**src/rtl/burst_pkg.sv**
```systemverilog
`timescale 1ns/1ps
// Shared definitions for the burst address sequencer.
// Assumes the mode pin encodes the order as a single bit.
package burst_pkg;
    typedef enum logic {
        ORDER_LINEAR      = 1'b0,
        ORDER_INTERLEAVED = 1'b1
    } burst_order_e;
endpackage

```
**src/rtl/burst_beat_ctr.sv**
```systemverilog
`timescale 1ns/1ps
// Holds the captured base and the running beat number.
// Load has priority over advance; clk_en low freezes both registers.
// Assumes a synchronous active-low reset.
module burst_beat_ctr #(
    parameter int BURST_BITS = 2
) (
    input  logic                  clk,
    input  logic                  rst_n,
    input  logic                  clk_en,
    input  logic                  ld_n,
    input  logic [BURST_BITS-1:0] base_lo,
    output logic [BURST_BITS-1:0] base_q,
    output logic [BURST_BITS-1:0] beat_q
);
    localparam logic [BURST_BITS-1:0] BEAT_ONE = BURST_BITS'(1);

    // Capture the base on a load, step the beat on an advance.
    always_ff @(posedge clk) begin
        if (!rst_n) begin
            base_q <= '0;
            beat_q <= '0;
        end else if (clk_en) begin
            if (!ld_n) begin
                base_q <= base_lo;
                beat_q <= '0;
            end else begin
                beat_q <= beat_q + BEAT_ONE;
            end
        end
    end
endmodule

```
**src/rtl/burst_order_map.sv**
```systemverilog
`timescale 1ns/1ps
// Maps base and beat number to the burst address for the chosen order.
// Purely combinational; the wrap comes from the modulo-2^BURST_BITS width.
module burst_order_map #(
    parameter int BURST_BITS = 2
) (
    input  burst_pkg::burst_order_e order,
    input  logic [BURST_BITS-1:0]   base_q,
    input  logic [BURST_BITS-1:0]   beat_q,
    output logic [BURST_BITS-1:0]   addr
);
    logic [BURST_BITS-1:0] lin_addr;
    logic [BURST_BITS-1:0] ilv_addr;

    // Linear order uses a wrapping sum; interleaved order flips the bits of the base, one beat bit each.
    assign lin_addr = base_q + beat_q;
    for (genvar b = 0; b < BURST_BITS; b++) begin : g_ilv
        assign ilv_addr[b] = base_q[b] ^ beat_q[b];
    end

    // Pick the sequence that the mode pin asks for.
    always_comb begin
        addr = (order == burst_pkg::ORDER_INTERLEAVED) ? ilv_addr : lin_addr;
    end
endmodule

```
**src/rtl/burst_seq_gen.sv**
```systemverilog
`timescale 1ns/1ps
// Top of the burst address sequencer: a state register pair and an order map.
// Assumes order_sel is static once a burst starts; outputs follow the registers.
module burst_seq_gen #(
    parameter int BURST_BITS = 2
) (
    input  logic                  clk,
    input  logic                  rst_n,
    input  logic                  clk_en,
    input  logic                  ld_n,
    input  logic                  order_sel,
    input  logic [BURST_BITS-1:0] base_lo,
    output logic [BURST_BITS-1:0] burst_addr,
    output logic [BURST_BITS-1:0] beat_idx
);
    logic [BURST_BITS-1:0]  base_q;
    logic [BURST_BITS-1:0]  beat_q;
    burst_pkg::burst_order_e order;

    // Convert the raw mode pin into the order type.
    always_comb order = burst_pkg::burst_order_e'(order_sel);

    burst_beat_ctr #(.BURST_BITS(BURST_BITS)) u_ctr (
        .clk     (clk),
        .rst_n   (rst_n),
        .clk_en  (clk_en),
        .ld_n    (ld_n),
        .base_lo (base_lo),
        .base_q  (base_q),
        .beat_q  (beat_q)
    );

    burst_order_map #(.BURST_BITS(BURST_BITS)) u_map (
        .order  (order),
        .base_q (base_q),
        .beat_q (beat_q),
        .addr   (burst_addr)
    );

    assign beat_idx = beat_q;
endmodule

```
**config.mk**
```make
export PLATFORM = sky130hd
export DESIGN_NAME = burst_seq_gen
export DESIGN_NICKNAME = d
export VERILOG_FILES = /design/src/rtl/burst_pkg.sv /design/src/rtl/burst_beat_ctr.sv /design/src/rtl/burst_order_map.sv /design/src/rtl/burst_seq_gen.sv
export SDC_FILE = /design/constraint.sdc
export NUM_CORES = 1
export LEC_CHECK = 0
export CORE_AREA = 2 2 39 41
export CTS_BUF_LIST = sky130_fd_sc_hd__clkbuf_4 sky130_fd_sc_hd__clkbuf_8 sky130_fd_sc_hd__clkbuf_16
export DETAILED_ROUTE_END_ITERATION = 10
export DIE_AREA = 0 0 41 43
export RECOVER_POWER = 50
export SLEW_MARGIN = 30
export SYNTH_ARGS = -nofsm -noshare
export SYNTH_HDL_FRONTEND = slang
export SYNTH_SLANG_ARGS = --single-unit
```
**constraint.sdc**
```tcl
create_clock -name clk -period 2.4 [get_ports clk]
set_input_delay 0.72 -clock clk [delete_from_list [all_inputs] [get_ports clk]]
set_output_delay 0.72 -clock clk [all_outputs]
set_load 0.03 [all_outputs]
```
-- Word-level counts from Yosys, hierarchy flattened
Cells that the tools add are included.
- register bits: 4
- input bits: 7
- output and inout port bits: 4
- word-level logic and storage cells: 10
- add/subtract/negate cells: 2
- multiplexer cells: 2
- bitwise gates (word level): 3
- reductions and logical operators: 1
- operators by type and width (kind ; count):
    $mux W2 ; 2
    $add A2 B1 Y2 const B ; 1
    $add A2 B2 Y2 ; 1
    $reduce_and A2 Y1 ; 1
    $xor A1 B1 Y1 ; 2
    $not A1 Y1 ; 1

-- Longest topological paths before layout
Gate-level depths: netlist of the first run.
- depth in word-level cells: 2
- mapped depth: 3
- gate-level depth less buffers: 3

-- Modules after synthesis
From an unflattened synthesis of the first run, not the netlist that was laid out.
- cells, all modules: 21
- area, all modules: 217.7 µm²
- by module, submodules not included (module ; instances ; cells each ; area each (µm²) ; seq. area each (µm²)):
    burst_beat_ctr ; 1 ; 17 ; 181.4 ; 80.1
    burst_order_map ; 1 ; 4 ; 36.3 ; 0.0

-- Worst setup path after synthesis of the first run
No wires, ideal clock.
- path kind: reg2out
- start point: reg u_ctr.beat_q[0]
- end point: out burst_addr[1]
- arrival time: 1.339 ns
- data required time: 1.680 ns
- path slack: 0.341 ns
- cell stages (with the launch flop): 4
- path buffers: 0
- cell sequence: dfxtp_1 -> ha_1 -> nor2b_1 -> xnor2_1
- longest elaborated chain between the ends: 2
- RTL lines (what ; line ; RTL):
    from (decl) ; burst_beat_ctr.sv:14 ; output logic [BURST_BITS-1:0] beat_q
    from (signal assigned) ; burst_beat_ctr.sv:28 ; beat_q <= beat_q + BEAT_ONE;
    $add A2 B2 Y2 ; burst_order_map.sv:16 ; assign lin_addr = base_q + beat_q;
    $mux W2 ; burst_order_map.sv:23 ; addr = (order == burst_pkg::ORDER_INTERLEAVED) ? ilv_addr : lin_addr;
    to (decl) ; burst_seq_gen.sv:13 ; output logic [BURST_BITS-1:0] burst_addr,
No other way between the ends.

-- Worst setup path after layout of the first run
- start point: in order_sel
- end point: out burst_addr[1]
- longest elaborated chain between the ends: 1
- RTL lines (what ; line ; RTL):
    from (decl) ; burst_seq_gen.sv:11 ; input logic order_sel,
    $mux W2 ; burst_order_map.sv:23 ;
No other way between the ends.

==> results of run 1 <==
power breakdown:
group / leakage (nW) / switching (mW) / internal, mW
combinational: 0.0924 / 0.0179 / 0.0220
clock: 0.0138 / 0.0277 / 0.0559
sequential: 0.0327 / 0.00303 / 0.0698
total: 0.139 / 0.0487 / 0.148
worst min-delay path by stage:
stage          slack [ns]         endpoint            start
5_1_grt              0.53  u_ctr.base_q[0]  u_ctr.base_q[0]
6_report             0.49  u_ctr.base_q[0]  u_ctr.base_q[0]
4_1_cts              0.49  u_ctr.base_q[0]  u_ctr.base_q[0]
3_5_place_dp         0.49  u_ctr.base_q[0]  u_ctr.base_q[0]
2_1_floorplan        0.46  u_ctr.base_q[0]  u_ctr.base_q[0]
3_3_place_gp         0.48  u_ctr.base_q[0]  u_ctr.base_q[0]
logic make-up (layout without fill, tap and decap cells):
logic type,after synthesis,after routing,synth area share (%)
DFF,4,4,37.21
AOI/OAI and AO/OA,6,6,17.44
xor gates and xnor gates,2,2,8.141
adders and majority gates,1,1,5.813
and+or+nand+nor,7,7,23.26
buffers and inverters,2,14,3.485
muxes,1,1,4.651
sequential cells by signal, indices dropped and copies added, names as in the netlist:
signal,cells
u_ctr.beat_q,2
u_ctr.base_q,2
per-layer routing:
metal  part of all wire, %  track usage [%]  wire length [um]  vias up
li1                      -                -                 -      101
met1                    52            7.325               219       79
met2                    36            5.000               154        9
met3                    11            3.141                48        0
met4                     0            8.000                 0        0
met5                     0                0                 0        -
per-stage QoR:
step                      setup WS [ns]  area, um2  hold WS, ns  total power, mW  util [%]
final                            0.1238      351.6       0.4926           0.1965     25.41
after global routing            0.06250      351.6       0.5332           0.2062     25.41
after CTS                        0.1170      351.6       0.4902           0.2025     25.41
after detailed placement         0.1236      329.1       0.4851           0.1148     23.78
after global placement           0.1175      329.1       0.4842           0.1151     23.78
after floorplan                  0.3407      215.2       0.4561          0.09469         -
final cells by class:
class	count	area, um2
Clock buffer	3	22.52
Fill cell	164	1032
Inverter	1	3.754
Multi-Input combinational cell	17	127.6
Sequential cell	4	80.08
Tap cell	16	20.02
Timing Repair Buffer	10	97.59
cell usage after synthesis (all sizes together):
library cell	count	share of area, %
o21ai	3	7.0
nor2b	3	12
clkbuf	1	1.7
xnor2	2	8.1
mux2i	1	4.7
and2b	1	3.5
dfxtp	4	37
ha	1	5.8
nand4b	1	4.1
inv	1	1.7
a21boi	3	10
nand2	2	3.5
critical path, delay by kind of cell:
| kind | cells | cell delay (ns) |
|---|---|---|
| XOR/XNOR | 1 | 0.13 |
| buffers and inverters | 2 | 0.58 |
| AND/OR/NAND/NOR | 1 | 0.14 |
==> summary.txt, run 1 <==
Worst setup path
  – WP data required: 1.68 ns
  – Slowest CP cell: clkdlybuf4s50_1
  – Critical path cell sequence: clkdlybuf4s50_1, nor2b_1, xnor2_1, buf_4
  – Worst Path Arrival: 1.56 ns
  – CP Class: input pin to output pin
  – Slowest stage delay, CP: 0.40 ns
  – End of the critical path: burst_addr[1]
  – Startpoint class of the critical path: input pin
  – CP Capture Type: output pin
  – RR Startpoint: u_ctr.beat_q[0]
  – R2R Path End: u_ctr.beat_q[1]
  – Crit-path max FO: 1
  – Reg2reg path depth: 3
  – Setup slack, reg-to-reg: 1.61 ns
  – Crit path launch: order_sel

Logic synthesis
  – Mapped Area: 215.2 um2
  – Synth Instances: 23
  – Post-synth cell types: 14
  – Post-Syn Area per Cell: 9.357 um2
  – Synth Net Count: 31
  – Yosys warns: 0
  – Post-synthesis register bit count: 4
  – Sequential fraction of the synthesis area: 37.21%

CTS
  – Clock latency on the worst-skew pair: 0.23 ns
  – CTS tree: done
  – # resized after CTS: 0
  – Setup Fix Bufs, Post-CTS: 0
  – CTS Buf Count: 3
  – CTS max path bufs: 2
  – CTS root buffer: clkbuf_4
  – CTS Sinks: 4
  – Clk slew on worst S/H paths: 0.04 ns
  – Hold Buf Count CTS: 0
  – H-tree Lvls: 1

Final layout
  – Antenna Cells: 0
  – Post-route insts no fill: 51
  – Most common cell after layout, fill and taps aside: clkdlybuf4s50_1
  – Most frequent cells in the layout: 8 x clkdlybuf4s50_1, 4 x dfxtp_1, 3 x a21boi_0, 3 x clkbuf_4
  – Area growth syn-to-layout: 63.37%
  – Final net count: 45
  – Fraction of layout cells with a size suffix above 1: 14.29%

Route
  – Pre-Repair DR Iteration Count: 2
  – Total number of vias: 189
  – DR iter-0 viols: 5
  – Routed Antenna Nets: 0
  – Post-route DRC: 0
  – Vias per Instance: 3.706
  – WL per Instance: 8.275 um
  – Routed WL: 422 um

Floorplan
  – Die area: 1763 um2
  – Die X: 41 um
  – Rows: 14
  – I/O Pins: 11
  – CORE AREA: 1384 um2
  – Initial core utilization: 15.55%
  – Chip height: 43 um

Timing
  – Max Slew Vio Count: 0
  – Final Hold Fails: 0
  – Setup TNS: 0 ns
  – Unrepaired setup endpoints after global routing: no
  – FMAX: 439.3 MHz
  – Setup Viol. Count Final: 0
  – Worst-margin pin slew: 0.3017 ns
  – Slew headroom: 79.82%
  – Setup Skew: 0.001093 ns
  – Minimum clock period: 2.276 ns
  – Part of the cycle the worst path needs: 94.84%

Global route
  – Initial antenna violation count: 0
  – Vias in the first global route: 154
  – First-pass GRT wire length: 600 um
  – Largest net degree at the start of global routing: 6
  – Tot GR Track Use: 5.706%
  – Gr ovfl total: 0

Placement
  – Routability Congestion: 0.7143
  – Post-Place Cells: 48
  – Port Buffers: 10

Min path
  – Hold Crit Depth: 2
  – Min-Delay Path Class: register to register

Pwr
  – Pwr per Cell Area: 558.9 nW/um2
  – Leakage: 0.1389 nW
  – Worst IR drop on VDD: 0.0001440 V

Run
  – # Max-Cap Violations: 0

Status
  – Status: completed
No activity file was read; power rests on OpenSTA's default activity.
==> run 2, diff against run 1 <==
--- a/config.mk
+++ b/config.mk
@@ -6,4 +6,5 @@
 export NUM_CORES = 1
 export LEC_CHECK = 0
+export ABC_CLOCK_PERIOD_IN_PS = 2400
 export CORE_AREA = 2 2 39 41
 export CTS_BUF_LIST = sky130_fd_sc_hd__clkbuf_4 sky130_fd_sc_hd__clkbuf_8 sky130_fd_sc_hd__clkbuf_16
==> constraint.sdc (replaced) <==
create_clock -name clk -period 2.4 [get_ports clk]
set_input_delay 0.72 -clock clk [delete_from_list [all_inputs] [get_ports clk]]
set_output_delay 0.72 -clock clk [all_outputs]
set_load 0.005 [all_outputs]
==> run 2 against run 1 <==
  * Sequential cell count stayed put
  * Worst setup slack worse by 0.037 ns
  * Critical path depth unchanged
  * Count of clock-buffer cells in the layout unchanged
  * Clock skew rose by 0.00092 ns
  * Wire length fell by 1.4%
  * Sequential share of layout area decreased by 0.16 points
  * Design area up 0.71%
  * Sequential power about the same
  * Hold slack improved by 0.0059 ns
  * Global-route usage decreased by 0.40 points
  * Register-to-register slack about the same
  * Largest cell class unchanged
  * Highest routed layer unchanged
==> summary.txt, run 2 (synthesis gave the netlist of run 1 again) <==
Worst setup path
  – Crit-path max FO: 1
  – WP data required: 1.68 ns
  – Startpoint class of the critical path: input pin
  – CP Capture Type: output pin
  – Critical path cell sequence: clkdlybuf4s50_1, nor2b_1, xnor2_1, clkdlybuf4s15_1
  – Slowest stage delay, CP: 0.40 ns
  – Worst Path Arrival: 1.59 ns
  – CP Class: input pin to output pin
  – Slowest CP cell: clkdlybuf4s50_1

CTS
  – CTS root buffer: clkbuf_4
  – Setup Fix Bufs, Post-CTS: 0
  – Hold Buf Count CTS: 0
  – Clock latency on the worst-skew pair: 0.23 ns
  – CTS Sinks: 4
  – CTS Buf Count: 3
  – CTS max path bufs: 2
  – # resized after CTS: 1
  – Clk slew on worst S/H paths: 0.04 ns
  – CTS tree: done
  – H-tree Lvls: 1

Pwr
  – Pwr Total: 187.6 uW
  – Reg power frac: 38.8%
  – Comb pwr share: 16.7%
  – Worst IR drop on VDD: 0.0001392 V
  – Switching share of power: 21.32%
  – Leakage: 0.1381 nW
  – Switching pwr: 40.00 uW
  – Clk pwr share: 44.4%
  – Pwr per Cell Area: 529.9 nW/um2
  – Int Power: 147.6 uW

Min path
  – Min-Delay Path Class: register to register

Route
  – Total number of vias: 189
  – Pre-Repair DR Iteration Count: 2
  – DR iter-0 viols: 5
  – WL per Instance: 8.157 um
  – Vias per Instance: 3.706
  – Routed Antenna Nets: 0
  – Post-route DRC: 0
  – Routed WL: 416 um

Placement
  – Placed cell areas: 331.6 um2
  – Routability Congestion: 0.7500
  – Placed wire-length estimate: 315.4 um
  – Port Buffers: 10

Timing
  – Setup TNS: 0 ns
  – Minimum clock period: 2.313 ns
  – Final Hold Fails: 0
  – FMAX: 432.4 MHz
  – Max Slew Vio Count: 0
  – Setup Viol. Count Final: 0
  – Setup Skew: 0.002012 ns
  – Worst hold margin: 0.4985 ns
  – Slew headroom: 85.80%
  – Unrepaired setup endpoints after global routing: no
  – Part of the cycle the worst path needs: 96.37%
  – Worst-margin pin slew: 0.2127 ns

Floorplan
  – Chip height: 43 um
  – Die area: 1763 um2
  – I/O Pins: 11
  – CORE AREA: 1384 um2
  – Initial core utilization: 15.55%
  – Die X: 41 um
  – Rows: 14

Final layout
  – Fraction of layout cells with a size suffix above 1: 11.43%
  – Post-route design area: 354.1 um2
  – Filler cells: 166
  – Area growth syn-to-layout: 64.54%
  – FF+latch area: 80.08 um2
  – Most common cell after layout, fill and taps aside: clkdlybuf4s50_1
  – Most frequent cells in the layout: 8 x clkdlybuf4s50_1, 4 x dfxtp_1, 3 x a21boi_0, 3 x clkbuf_4
  – Multi-input gate area: 127.6 um2
  – Final core utilization: 25.59%
  – Largest registers: u_ctr.base_q (2), u_ctr.beat_q (2)
  – Antenna Cells: 0
  – Final net count: 45

Global route
  – Initial antenna violation count: 0
  – Vias in the first global route: 155
  – Gr ovfl total: 0
  – First-pass GRT wire length: 572 um
  – Tot GR Track Use: 5.305%
  – Largest net degree at the start of global routing: 6

Status
  – Status: completed

Run
  – # Max-Cap Violations: 0
[run 2: final timing paths]
path | cells past startpoint | to | from | slack (ns)
max | 4 | burst_addr[1] | order_sel | 0.09
min | 2 | u_ctr.base_q[0] | u_ctr.base_q[0] | 0.50
max reg2reg | 3 | u_ctr.beat_q[1] | u_ctr.beat_q[0] | 1.62
min reg2reg | 2 | u_ctr.base_q[0] | u_ctr.base_q[0] | 0.50
[run 2: through the flow]
step / instances / setup WS (ns)
global placement: 48 / -0.2161
global route: 51 / 0.01468
finish: 51 / 0.08718
floorplan: 23 / 0.7067
CTS: 51 / 0.05704
detailed placement: 48 / -0.2094
[run 2: power groups by stage]
stage                     logic [mW]  clock network (mW)  registers [mW]
after CTS                     0.0322              0.0885          0.0729
after global placement        0.0331                   0          0.0739
after global routing          0.0345              0.0902          0.0732
after floorplan               0.0127                   0          0.0736
final                         0.0314              0.0834          0.0729
after detailed placement      0.0328                   0          0.0740
[run 2: per-layer routing]
| layer | up-vias | track usage [%] | routed length, um |
|---|---|---|---|
| met2 | 9 | 4.688 | 140 |
| li1 | 103 | - | - |
| met3 | 0 | 3.141 | 48 |
| met5 | - | 0 | 0 |
| met1 | 77 | 7.325 | 226 |
| met4 | 0 | 6.000 | 0 |
[run 2: area by class of cell]
| cell class | instances | area share, % |
|---|---|---|
| Clock buffer | 3 | 6.360 |
| Multi-Input combinational cell | 17 | 36.04 |
| Timing Repair Buffer | 10 | 28.27 |
| Inverter | 1 | 1.060 |
| Sequential cell | 4 | 22.61 |
| Tap cell | 16 | 5.654 |
[run 2: worst max-delay path: cells and delay by family]
| family | cells | cell delay [ns] |
|---|---|---|
| xor+xnor | 1 | 0.13 |
| simple gates | 1 | 0.14 |
| buf+inv | 2 | 0.61 |
==> run 3, diff against run 2 <==
- HOLD_SLACK_MARGIN: not set -> 0.08
==> results of run 3 <==
Final layout, timing and power as in run 2 (identical DEF).
